--- src/rtl/mdu_pkg.sv ---
// Package mdu_pkg
// Shared widths, latencies and the operation encoding for the
// sequential multiply-divide unit. Latencies count clocks from the
// accepting edge to the cycle in which the done strobe is high.
package mdu_pkg;

    localparam int BYTE_W    = 8;
    localparam int WORD_W    = 2 * BYTE_W;
    localparam int MUL_CYC   = 16;
    localparam int DIV_CYC   = 25;
    localparam int MUL_STEPS = BYTE_W;
    localparam int DIV_STEPS = WORD_W;
    localparam int MAX_CYC   = (DIV_CYC > MUL_CYC) ? DIV_CYC : MUL_CYC;
    localparam int CNT_W     = $clog2(MAX_CYC + 1);

    typedef enum logic {
        OP_MUL = 1'b0,
        OP_DIV = 1'b1
    } mdu_op_e;

endpackage

--- src/rtl/mdu_ctrl.sv ---
// Module mdu_ctrl
// Sequencer: accepts a start only when idle, counts elapsed clocks,
// enables the datapath iterations for the first STEPS cycles and
// closes the operation at its fixed latency.
// Assumes each operation's iteration count is below its latency.
module mdu_ctrl
    import mdu_pkg::*;
#(
    parameter int MUL_LAT = MUL_CYC,
    parameter int DIV_LAT = DIV_CYC,
    parameter int MUL_IT  = MUL_STEPS,
    parameter int DIV_IT  = DIV_STEPS,
    parameter int CW      = CNT_W
) (
    input  logic    clk,
    input  logic    rst_n,
    input  logic    start_i,
    input  mdu_op_e op_i,
    output logic    accept_o,
    output logic    step_o,
    output logic    finish_o,
    output logic    busy_o,
    output logic    done_o,
    output mdu_op_e op_q_o
);

    localparam logic [CW-1:0] MUL_LAST = CW'(MUL_LAT - 2);
    localparam logic [CW-1:0] DIV_LAST = CW'(DIV_LAT - 2);
    localparam logic [CW-1:0] MUL_NIT  = CW'(MUL_IT);
    localparam logic [CW-1:0] DIV_NIT  = CW'(DIV_IT);

    logic [CW-1:0] elapsed_q;
    logic [CW-1:0] last_cnt;
    logic [CW-1:0] iter_cnt;

    // Pick the closing count and iteration count of the running operation.
    always_comb begin
        last_cnt = (op_q_o == OP_DIV) ? DIV_LAST : MUL_LAST;
        iter_cnt = (op_q_o == OP_DIV) ? DIV_NIT  : MUL_NIT;
    end

    assign accept_o = start_i && !busy_o;
    assign step_o   = busy_o && (elapsed_q < iter_cnt);
    assign finish_o = busy_o && (elapsed_q == last_cnt);

    // Track busy, the elapsed count, the latched operation and the done pulse.
    always_ff @(posedge clk) begin
        if (!rst_n) begin
            busy_o    <= 1'b0;
            done_o    <= 1'b0;
            elapsed_q <= '0;
            op_q_o    <= OP_MUL;
        end else begin
            done_o <= finish_o;
            if (busy_o) begin
                elapsed_q <= elapsed_q + 1'b1;
                if (finish_o) begin
                    busy_o <= 1'b0;
                end
            end else if (start_i) begin
                busy_o    <= 1'b1;
                elapsed_q <= '0;
                op_q_o    <= op_i;
            end
        end
    end

endmodule

--- src/rtl/mdu_mul_core.sv ---
// Module mdu_mul_core
// Shift-and-add unsigned multiplier: one multiplier bit per step,
// W steps for a 2W-bit product. Loads on load_i, iterates on step_i,
// and holds its product otherwise.
module mdu_mul_core #(
    parameter int W = 8
) (
    input  logic           clk,
    input  logic           rst_n,
    input  logic           load_i,
    input  logic           step_i,
    input  logic [W-1:0]   a_i,
    input  logic [W-1:0]   b_i,
    output logic [2*W-1:0] prod_o
);

    logic [W-1:0] mcand_q;
    logic [W-1:0] hi_q;
    logic [W-1:0] lo_q;
    logic [W:0]   sum;

    // Add the multiplicand into the upper half when the current bit is set.
    always_comb begin
        sum = {1'b0, hi_q} + (lo_q[0] ? {1'b0, mcand_q} : '0);
    end

    // Load operands, then shift the partial product right once per step.
    always_ff @(posedge clk) begin
        if (!rst_n) begin
            mcand_q <= '0;
            hi_q    <= '0;
            lo_q    <= '0;
        end else if (load_i) begin
            mcand_q <= a_i;
            hi_q    <= '0;
            lo_q    <= b_i;
        end else if (step_i) begin
            hi_q <= sum[W:1];
            lo_q <= {sum[0], lo_q[W-1:1]};
        end
    end

    assign prod_o = {hi_q, lo_q};

endmodule

--- src/rtl/mdu_div_core.sv ---
// Module mdu_div_core
// Restoring shift-subtract divider: 2W-bit dividend by W-bit divisor,
// one quotient bit per step, 2W steps. A zero divisor makes every
// trial subtraction succeed, giving an all-ones quotient and the low
// dividend byte as remainder without any special path.
module mdu_div_core #(
    parameter int W = 8
) (
    input  logic           clk,
    input  logic           rst_n,
    input  logic           load_i,
    input  logic           step_i,
    input  logic [2*W-1:0] n_i,
    input  logic [W-1:0]   d_i,
    output logic [2*W-1:0] quot_o,
    output logic [W-1:0]   rem_o,
    output logic [W-1:0]   dvs_o
);

    logic [2*W-1:0] q_q;
    logic [W-1:0]   r_q;
    logic [W-1:0]   d_q;
    logic [W:0]     trial;
    logic           fits;
    logic [W:0]     r_nxt;

    // Form the shifted partial remainder and test it against the divisor.
    always_comb begin
        trial = {r_q, q_q[2*W-1]};
        fits  = (trial >= {1'b0, d_q});
        r_nxt = fits ? (trial - {1'b0, d_q}) : trial;
    end

    // Load the dividend, then develop one quotient bit per step.
    always_ff @(posedge clk) begin
        if (!rst_n) begin
            q_q <= '0;
            r_q <= '0;
            d_q <= '0;
        end else if (load_i) begin
            q_q <= n_i;
            r_q <= '0;
            d_q <= d_i;
        end else if (step_i) begin
            q_q <= {q_q[2*W-2:0], fits};
            r_q <= W'(r_nxt);
        end
    end

    assign quot_o = q_q;
    assign rem_o  = r_q;
    assign dvs_o  = d_q;

endmodule

--- src/rtl/mdu_seq.sv ---
// Module mdu_seq
// Top of the sequential unsigned multiply-divide unit. Both cores load
// on an accepted start; only the core selected by the latched operation
// feeds the result registers, which are written on the finishing edge
// alone. Assumes operands are valid in the start cycle only.
module mdu_seq
    import mdu_pkg::*;
(
    input  logic              clk,
    input  logic              rst_n,
    input  logic              start_i,
    input  logic              op_div_i,
    input  logic [BYTE_W-1:0] mul_a_i,
    input  logic [BYTE_W-1:0] mul_b_i,
    input  logic [WORD_W-1:0] div_n_i,
    input  logic [BYTE_W-1:0] div_d_i,
    output logic              busy_o,
    output logic              done_o,
    output logic [WORD_W-1:0] word_o,
    output logic [BYTE_W-1:0] rem_o
);

    logic              accept;
    logic              step;
    logic              finish;
    mdu_op_e           op_q;
    logic              mul_step;
    logic              div_step;
    logic [WORD_W-1:0] prod;
    logic [WORD_W-1:0] quot;
    logic [BYTE_W-1:0] remain;
    logic [BYTE_W-1:0] dvs_q;

    mdu_ctrl u_ctrl (
        .clk      (clk),
        .rst_n    (rst_n),
        .start_i  (start_i),
        .op_i     (mdu_op_e'(op_div_i)),
        .accept_o (accept),
        .step_o   (step),
        .finish_o (finish),
        .busy_o   (busy_o),
        .done_o   (done_o),
        .op_q_o   (op_q)
    );

    assign mul_step = step && (op_q == OP_MUL);
    assign div_step = step && (op_q == OP_DIV);

    mdu_mul_core #(.W(BYTE_W)) u_mul (
        .clk    (clk),
        .rst_n  (rst_n),
        .load_i (accept),
        .step_i (mul_step),
        .a_i    (mul_a_i),
        .b_i    (mul_b_i),
        .prod_o (prod)
    );

    mdu_div_core #(.W(BYTE_W)) u_div (
        .clk    (clk),
        .rst_n  (rst_n),
        .load_i (accept),
        .step_i (div_step),
        .n_i    (div_n_i),
        .d_i    (div_d_i),
        .quot_o (quot),
        .rem_o  (remain),
        .dvs_o  (dvs_q)
    );

    // Commit the finished operation's results on the closing edge only.
    always_ff @(posedge clk) begin
        if (!rst_n) begin
            word_o <= '0;
            rem_o  <= '0;
        end else if (finish) begin
            if (op_q == OP_DIV) begin
                word_o <= quot;
                rem_o  <= remain;
            end else begin
                word_o <= prod;
            end
        end
    end

endmodule

--- config.mk ---
export PLATFORM = sky130hd
export DESIGN_NAME = mdu_seq
export DESIGN_NICKNAME = d
export VERILOG_FILES = /design/src/rtl/mdu_pkg.sv /design/src/rtl/mdu_ctrl.sv /design/src/rtl/mdu_mul_core.sv /design/src/rtl/mdu_div_core.sv /design/src/rtl/mdu_seq.sv
export SDC_FILE = /design/constraint.sdc
export NUM_CORES = 1
export LEC_CHECK = 0
export BUFFER_PORTS_ARGS = -buffer_cell sky130_fd_sc_hd__clkbuf_2
export CAP_MARGIN = 20
export CORE_ASPECT_RATIO = 0.6
export CORE_MARGIN = 4
export CORE_UTILIZATION = 39
export DETAILED_ROUTE_END_ITERATION = 12
export PLACE_DENSITY = 0.64
export SLEW_MARGIN = 20
export SYNTH_ARGS = -nofsm -noshare
export SYNTH_HDL_FRONTEND = slang
export SYNTH_SLANG_ARGS = --single-unit
export TNS_END_PERCENT = 30
--- constraint.sdc ---
create_clock -name clk -period 1.9 [get_ports clk]
set_input_delay 0.38 -clock clk [delete_from_list [all_inputs] [get_ports clk]]
set_output_delay 0.38 -clock clk [all_outputs]
set_load 0.02 [all_outputs]
==> flow_summary.yaml, run 1 <==
floorplan:
  die_h_um: 89.62
  rows: 29
  start_util: 0.4046
  die_w_um: 144.0
  die-area_mm2: 0.01291
  core_area_mm2: 0.01070
  io_pins: 70
clocking:
  cts_tree: "built"
  cts_htree_levels: 3
  path_clk_slew_ns: 0.07
  cts.sinks: 88
  clk-insertion-delay-late_ns: 0.34
  root_buffer: "clkbuf_16"
  cts_buffers: 9
  clockBufferDepth: 2
sta:
  tns_ns: -0.2976
  slew_violations: 0
  max_slew_margin: 0.7418
  final.period_utilization: 1.062
  setup_slack_ns: -0.1179
  max_freq_mhz: 495.6
  post-route-min-period_ns: 2.018
  finalSetupViolations: 5
  hold_viol: 0
  skew_ns: 0.007322
  worst_slew_pin_slew_ns: 0.3870
  rsz0062_at_grt: "yes"
final_layout:
  nets: 688
  multi_input_area_mm2: 0.002714
  fillers: 932
  area_delta_synth_final_pct: 37.97
  antennaDiodeCount: 0
  regArea_mm2: 0.001778
  drive_gt1_frac: 0.3583
run_status:
  failed_checks: "setup timing"
  status: "complete, but fails checks"
placed_design:
  hpwlAfterDp_um: 8754
  place_congestion: 0.9119
  port_buffers: 69
  pre_cts_slack_ns: -0.1595
logic_synthesis:
  syn_area_mm2: 0.004330
  syn_inst: 504
  yosys.area.top_type_share: 0.4068
  ys_seq_elements: 88
  synth_edf_count: 0
  synth_nets: 569
  ys_seq_area_frac: 0.4068
  yosysWarnings: 0
  synth.most_common_cell: "nand2_1"
  avgSynthCellArea_um2: 8.592
  synthArstFlopShare: 0
  yosys-top-cells-count: "nand2_1 (106), dfxtp_1 (88), mux2i_1 (27), a21boi_1 (23), a21oi_1 (22)"
  synth_ff_type: "dfxtp_1"
  synth.distinct_cells: 50
  yosysTopAreaCell: "dfxtp_1"
  synth_top_cells_by_area: "dfxtp_1 (41%), nand2_1 (9.2%), mux2i_1 (6.2%), ha_1 (5.5%), a21boi_1 (4.0%)"
routing:
  totalWireLength_um: 12410
  drtIter0Drc: 237
  drc: 0
  final_antenna_net_count: 0
  wl_per_cell_um: 16.18
  first_pass_iters: 5
  route.vias.total: 3980
  viasPerCell: 5.189
setup_path:
  cp.required_ns: 2.13
  crit_path_frequent_cell: "nor4_1"
  crit_fanout: 5
  cp-end-kind: "flop"
  cp.arrival_ns: 2.25
  crit_type: "flop to flop"
  startpoint_type: "flop"
  worst_path_max_delay_cell: "fa_2"
  path_cells: "and2_4 > ha_4 > fa_2 > a211oi_2 > o21bai_1 > a21oi_2 > nor2b_1 > nor4_1 > nor4_1"
  max_stage_delay_ns: 0.37
grt:
  grt_overflow: 0
  first_global_vias: 3675
  antenna_found_initial: 0
  grt_max_degree: 33
  gr-usage-all-layers: 0.1854
  grt_pass1_wl_um: 18680
power:
  p_per_area_mw_per_mm2: 762.8
  p_total_uw: 4557
  leakagePower_uw: 0.002593
  vdd.ir_drop.worst_mv: 0.5142
hold_path:
  hold_class: "input pin to flop"
run:
  cap_violations: 0
-- critical path, delay by kind of cell, from the launching register on --
| kind | cells | cell delay (ns) |
|---|---|---|
| and+or+nand+nor | 4 | 0.45 |
| DFF | 1 | 0.35 |
| adders and majority gates | 2 | 0.53 |
| AOI/OAI and AO/OA | 3 | 0.56 |
-- worst paths after layout --
| path | from | to | slack [ns] | cells past startpoint |
|---|---|---|---|---|
| setup / recovery | u_mul.lo_q[0]$_SDFFE_PN0P_ | u_mul.hi_q[7]$_SDFFE_PP0P_ | -0.12 | 9 |
| hold / removal | div_d_i[5] | u_div.dvs_o[5]$_SDFFE_PN0P_ | 0.25 | 3 |
| setup reg to reg | u_mul.lo_q[0]$_SDFFE_PN0P_ | u_mul.hi_q[7]$_SDFFE_PP0P_ | -0.12 | 9 |
| hold reg to reg | word_o[8]$_SDFFE_PN0N_ | word_o[8]$_SDFFE_PN0N_ | 0.45 | 2 |
-- sequential cells by signal (all words and copies together) (netlist names) --
signal / count
rem_o: 8
u_ctrl.busy_o: 1
u_ctrl.done_o: 1
u_ctrl.elapsed_q: 5
u_ctrl.op_q_o: 1
u_div.dvs_o: 8
u_div.quot_o: 16
u_div.rem_o: 8
u_mul.hi_q: 8
u_mul.lo_q: 8
u_mul.mcand_q: 8
word_o: 16
-- cells in the final DEF, fill, tap and decap left out, types with 9 or more instances in the layout --
cell,netlist,layout
clkbuf_16,0,12
mux2i_1,27,27
dfxtp_1,88,79
a21oi_1,22,18
nand3_1,18,17
nor2b_1,17,13
inv_1,13,9
o211a_1,15,15
o21ai_1,9,11
buf_4,0,58
nand2_1,106,102
o21ai_0,19,17
a21boi_1,23,24
ha_4,0,10
clkbuf_2,0,69
-- final cells by class --
cell class | count | area share
clock buffer | 11 | 0.04419
clock inverter | 5 | 0.007749
multi-input combinational | 373 | 0.4542
tap | 139 | 0.02911
inverter | 13 | 0.008168
sequential | 88 | 0.2976
timing repair buffer | 138 | 0.1590
-- cell families (layout without fill, tap and decap cells) --
kind of cell | after synthesis | count (layout) | synth area share
flip-flops | 88 | 88 | 0.4068
AND/OR/NAND/NOR | 192 | 192 | 0.2075
buffers and inverters | 43 | 167 | 0.04161
AO/OA/AOI/OAI | 122 | 122 | 0.1953
adder cells (fa/ha/maj) | 21 | 21 | 0.06414
XOR/XNOR | 11 | 11 | 0.02225
multiplexers | 27 | 27 | 0.06241
-- per-stage QoR --
step | std cells | utilization | cell area (um2) | hold WS [ns]
after global routing | 767 | 0.5582 | 5974 | 0.2550
final | 767 | 0.5582 | 5974 | 0.2507
after global placement | 738 | 0.4874 | 5218 | 0.4361
after detailed placement | 738 | 0.4874 | 5218 | 0.4410
after floorplan | 504 | - | 4379 | 0.4305
after CTS | 764 | 0.5328 | 5703 | 0.2471
-- per-layer routing --
layer  vias to the layer above  GRT usage  part of all wire
li1                       1987          -                 -
met3                        11    0.04603             0.068
met2                       122     0.2747              0.42
met5                         -          0                 0
met1                      1860     0.2718              0.50
met4                         0    0.04359            0.0089
-- power by group --
| group | total [uW] | internal [uW] | switching [uW] |
|---|---|---|---|
| logic | 766 | 380 | 386 |
| clock network | 1820 | 1020 | 801 |
| registers | 1970 | 1910 | 53.9 |
| total | 4560 | 3320 | 1240 |
-- repair_timing --
action	4_1_cts	5_1_grt
pin swaps	20	24
buffers inserted	10	1
cloned	0	2
hold buffers	0	0
gates resized for setup	25	51
setup endpoints to repair	26	39
Note: power is estimated with default switching activity, not from simulation.
==> inputs of run 2 (changes only) <==
Settings changed: CTS_CLUSTER_SIZE from default to 14, PLACE_DENSITY 0.64 to 0.62.
Clock period 1.9 ns to 2.24 ns, I/O delays scaled along.
==> run 2 against run 1 <==
The flow now finishes without violations. Register-to-register slack better by 0.19 ns. Wire length decreased by 7.9%. Sequential cell count stayed put. Setup slack improved by 0.19 ns. Utilization is 6.7 points lower. Count of clock-buffer cells in the layout unchanged. Hold slack better by 0.078 ns. Combinational power decreased by 37%. Critical path type unchanged. Critical endpoint is now u_mul.hi_q[6]$_SDFFE_PP0P_.
==> flow_summary.yaml, run 2 (same netlist as run 1, synthesis figures left out) <==
clocking:
  clockBufferDepth: 2
  path_clk_slew_ns: 0.06
  root_buffer: "clkbuf_16"
  cts_buffers: 9
  clk-insertion-delay-late_ns: 0.34
  cts_htree_levels: 3
  cts_tree: "built"
  cts.sinks: 88
routing:
  final_antenna_net_count: 0
  drc: 0
  route.vias.total: 3756
  wl_per_cell_um: 15.87
  first_pass_iters: 5
  viasPerCell: 5.217
  totalWireLength_um: 11430
  drtIter0Drc: 192
grt:
  grt_max_degree: 28
  gr-usage-all-layers: 0.1854
  first_global_vias: 3580
  grt_pass1_wl_um: 18500
  grt_overflow: 0
  antenna_found_initial: 0
setup_path:
  crit_fanout: 4
  cp-end-kind: "flop"
  startpoint_type: "flop"
  cp.arrival_ns: 2.39
  cp.required_ns: 2.46
  cp-startpoint: "u_mul.lo_q[0]$_SDFFE_PN0P_"
  r2r_start: "u_mul.lo_q[0]$_SDFFE_PN0P_"
  crit_type: "flop to flop"
sta:
  worst_slew_pin_slew_ns: 0.5926
  final.period_utilization: 0.9670
  max_slew_margin: 0.6045
  finalSetupViolations: 0
  max_freq_mhz: 461.7
  setup_slack_ns: 0.07399
  tns_ns: 0
  hold_viol: 0
  post-route-min-period_ns: 2.166
  skew_ns: 0.005821
  rsz0062_at_grt: "yes"
  slew_violations: 0
final_layout:
  drive_gt1_frac: 0.2169
  finalInstanceArea_mm2: 0.005258
  area_delta_synth_final_pct: 21.41
  antennaDiodeCount: 0
  final_cell_mix: "nand2_1 (104), dfxtp_1 (87), clkbuf_2 (69)"
  nets: 641
  layout_commonest_cell: "nand2_1"
  post-route-util: 0.4912
floorplan:
  start_util: 0.4046
  io_pins: 70
  die_w_um: 144.0
  die-area_mm2: 0.01291
  rows: 29
  core_area_mm2: 0.01070
  die_h_um: 89.62
placed_design:
  place_congestion: 0.8999
  hpwlAfterDp_um: 8578
  port_buffers: 69
  place_area_mm2: 0.004906
  pre_cts_slack_ns: -0.006030
run:
  cap_violations: 0
power:
  vdd.ir_drop.worst_mv: 0.3792
  leakagePower_uw: 0.002289
  p_per_area_mw_per_mm2: 697.5
run_status:
  status: "complete, no violations"
hold_path:
  hp-start: "mul_a_i[3]"
  hold_class: "input pin to flop"
[run 2: worst max-delay path: stages, from the launching register on]
cell and delay, ns:
dfxtp_2 0.33, and2_4 0.16, ha_1 0.27, a21o_1 0.18, a311o_1 0.39, o311ai_2 0.26
nor2b_4 0.19, nor4_1 0.05, a211o_1 0.23
[run 2: final timing paths]
| check | to | cells after the start | slack (ns) |
|---|---|---|---|
| hold / removal | u_mul.mcand_q[3]$_SDFFE_PN0P_ | 3 | 0.33 |
| hold reg to reg | word_o[6]$_SDFFE_PN0N_ | 2 | 0.45 |
| setup reg to reg | u_mul.hi_q[6]$_SDFFE_PP0P_ | 8 | 0.07 |
| setup / recovery | u_mul.hi_q[6]$_SDFFE_PP0P_ | 8 | 0.07 |
[run 2: stage by stage]
step	total power [uW]	hold slack, ns	cells
after global placement	2168	0.4345	703
after floorplan	2020	0.4305	504
after CTS	3685	0.3192	719
after detailed placement	2179	0.4448	703
final	3667	0.3289	720
after global routing	3828	0.3276	720
[run 2: cell type report]
class	instances	area (um2)
fillers	1044	5446
multi-input cells	373	2437
flip-flops and latches	88	1763
repair buffers	91	535.5
clock buffers	11	242.7
well taps	139	173.9
clock inverters	5	56.30
inverters	13	48.80
[run 2: timing repair]
action / CTS / global route
pin swaps: 0 / 4
hold buffers: 0 / 0
endpoints found under the setup margin: 1 / 16
gates resized for setup: 1 / 12
setup buffers: 0 / 1
[run 2: per-layer routing]
layer  GRT usage  wire, um  up-vias
li1            -         -     1889
met1      0.2797      6176     1764
met2      0.2679      4494       94
met3     0.04815       658        9
met4     0.03333        98        0
met5           0         0        -
[run 2: power by group]
| group | total (uW) | switching [uW] | internal, uW | leakage, uW |
|---|---|---|---|---|
| clock | 1510 | 618 | 893 | 0.000145 |
| sequential | 1670 | 47.8 | 1620 | 0.000717 |
| combinational | 484 | 269 | 215 | 0.00143 |
| total | 3670 | 935 | 2730 | 0.00229 |
==> inputs of run 3 (changes only) <==
Settings changed: PLACE_DENSITY 0.62 to 0.61, SYNTH_HIERARCHICAL from default to 1.
==> run 3 against run 2 <==
Total power increased by 0.99%. Cell area grew 4.2%. Largest cell class unchanged. Fmax increased by 2.6%. Sequential cell count stayed put. Area after synthesis up 7.5%. Wire length is 2.3% higher. Critical path depth is 1 lower. Count of clock-buffer cells in the layout increased by 1.
==> flow_summary.yaml, run 3 <==
run_status:
  status: "complete, no violations"
routing:
  drtIter0Drc: 262
  wl_per_cell_um: 15.97
  drc: 0
  route.vias.total: 3804
  viasPerCell: 5.197
  first_pass_iters: 6
  final_antenna_net_count: 0
  totalWireLength_um: 11690
power:
  leakagePower_uw: 0.002236
  p_per_area_mw_per_mm2: 676.1
  p_total_uw: 3703
  vdd.ir_drop.worst_mv: 0.3091
grt:
  gr-usage-all-layers: 0.1693
  grt_max_degree: 47
  grt_overflow: 0
  antenna_found_initial: 0
  first_global_vias: 3558
  grt_pass1_wl_um: 18620
sta:
  post-route-min-period_ns: 2.112
  rsz0062_at_grt: "no"
  slew_violations: 0
  holdWs_ns: 0.3720
  setup_slack_ns: 0.1283
  worst_slew_pin_slew_ns: 0.4801
  skew_ns: 0.003762
  finalSetupViolations: 0
  hold_viol: 0
  final.period_utilization: 0.9427
  max_freq_mhz: 473.5
  max_slew_margin: 0.6799
  tns_ns: 0
logic_synthesis:
  yosys.area_share.simple: 0.1854
  yosys.area.top_type_share: 0.3783
  ys_seq_area_frac: 0.3783
  synth_xor_area_frac: 0.01316
  yosysWarnings: 6
  synth_nets: 568
  ys_seq_elements: 88
  synth.distinct_cells: 60
  synth_fa_ha_area_frac: 0.05965
  synth_edf_count: 0
  avgSynthCellArea_um2: 9.258
  synth_top_family_by_area: "simple AND/OR/NAND/NOR gates"
  synthArstFlopShare: 0
  synth_ff_type: "dfxtp_1"
  synth.most_common_cell: "dfxtp_1"
  synth_top_cells_by_area: "dfxtp_1 (38%), mux2i_1 (13%), o21ai_0 (5.6%), ha_1 (5.1%), and2_1 (4.6%)"
  yosysTopAreaCell: "dfxtp_1"
  synth_mux_area_frac: 0.1429
  syn_inst: 503
  syn_area_mm2: 0.004657
  synth_compound_area_frac: 0.1709
  yosys-top-cells-count: "dfxtp_1 (88), mux2i_1 (62), o21ai_0 (52), and2_1 (34), a21oi_1 (33)"
final_layout:
  final_cell_mix: "dfxtp_1 (88), clkbuf_2 (69), mux2i_1 (62)"
  nets: 633
  regArea_mm2: 0.001762
  post-route-util: 0.4769
  multi_input_area_mm2: 0.002681
  antennaDiodeCount: 0
  area_delta_synth_final_pct: 17.62
  layout_commonest_cell: "dfxtp_1"
  drive_gt1_frac: 0.2150
  fillers: 1118
clocking:
  ctsResizeCount: 0
  cts.sinks: 88
  cts_buffers: 9
  cts_tree: "built"
  post_cts_buffers: 0
  path_clk_slew_ns: 0.06
  root_buffer: "clkbuf_16"
  cts_htree_levels: 3
  clockBufferDepth: 2
  clk-insertion-delay-late_ns: 0.33
  hold_buffers: 0
hold_path:
  hold_class: "input pin to flop"
run:
  cap_violations: 0
setup_path:
  path_cells: "ha_1 > a21o_1 > a31oi_1 > or3_4 > nand3_4 > mux2_1 > o21ai_1"
  cp.required_ns: 2.51
  max_stage_delay_ns: 0.42
  cp.arrival_ns: 2.38
  crit_fanout: 10
  worst_path_max_delay_cell: "ha_1"
  cp-end-kind: "flop"
  startpoint_type: "flop"
  crit_type: "flop to flop"
floorplan:
  start_util: 0.4054
  core_area_mm2: 0.01149
  rows: 30
  die-area_mm2: 0.01381
  io_pins: 70
  die_h_um: 92.65
  die_w_um: 149.1
placed_design:
  hpwlAfterDp_um: 8690
  port_buffers: 69
  place_congestion: 0.8764
  pre_cts_slack_ns: 0.07467
## run 3: changes by cell type in the layout (fill, tap and decap cells not counted), moves of 11 or more
cell,previous run,this run
a21boi_1,24,1
o21a_1,2,13
and2_1,10,33
o211a_1,15,0
o21ai_0,19,52
mux2i_1,27,62
nand2_1,104,32
a21oi_1,21,33
## run 3: logic make-up (layout without fill, tap and decap cells)
group	count (synthesis)	count (layout)
muxes	66	66
xor gates and xnor gates	7	7
DFF	88	88
and+or+nand+nor	144	144
buffers and inverters	44	113
AOI/OAI and AO/OA	133	133
adders and majority gates	21	21
## run 3: path summary, 6_finish.rpt
kind / from / to / slack [ns] / cells past startpoint
worst max-delay path: u_div/rem_o[1]$_SDFFE_PP0P_ / u_div/rem_o[0]$_SDFFE_PP0P_ / 0.13 / 7
worst min-delay path: div_d_i[7] / u_div/dvs_o[7]$_SDFFE_PN0P_ / 0.37 / 3
worst max register to register: u_div/rem_o[1]$_SDFFE_PP0P_ / u_div/rem_o[0]$_SDFFE_PP0P_ / 0.13 / 7
worst min register to register: u_mul/mcand_q[3]$_SDFFE_PN0P_ / u_mul/mcand_q[3]$_SDFFE_PN0P_ / 0.51 / 2
## run 3: through the flow
stage	instance area [um2]	cells
floorplan	4657	503
global placement	5161	717
detailed placement	5161	717
CTS	5468	732
global route	5478	732
finish	5478	732
## run 3: worst max-delay path: cells and delay by family (launching register included)
kind,cells,cell delay (ns)
AND/OR/NAND/NOR,2,0.57
adder cells (fa/ha/maj),1,0.42
flip-flops,1,0.37
multiplexers,1,0.36
AO/OA/AOI/OAI,3,0.32
## run 3: per-layer routing
metal | share of wire | up-vias | global-route usage
met2 | 0.40 | 108 | 0.2369
li1 | - | 1907 | -
met1 | 0.54 | 1778 | 0.2575
met4 | 0.0064 | 0 | 0.03580
met3 | 0.054 | 11 | 0.04499
met5 | 0 | - | 0
## run 3: report_power, final
group	leakage, uW	internal, uW	switching, uW
Sequential	0.000716	1620	45.1
Clock	0.000154	946	595
Combinational	0.00137	227	270
Total	0.00224	2790	911
## run 3: cell type report
class / count / area share
multi-input cells: 371 / 0.4895
clock inverters: 3 / 0.007309
clock buffers: 12 / 0.04865
inverters: 16 / 0.01096
well taps: 160 / 0.03655
flip-flops and latches: 88 / 0.3216
repair buffers: 82 / 0.08543
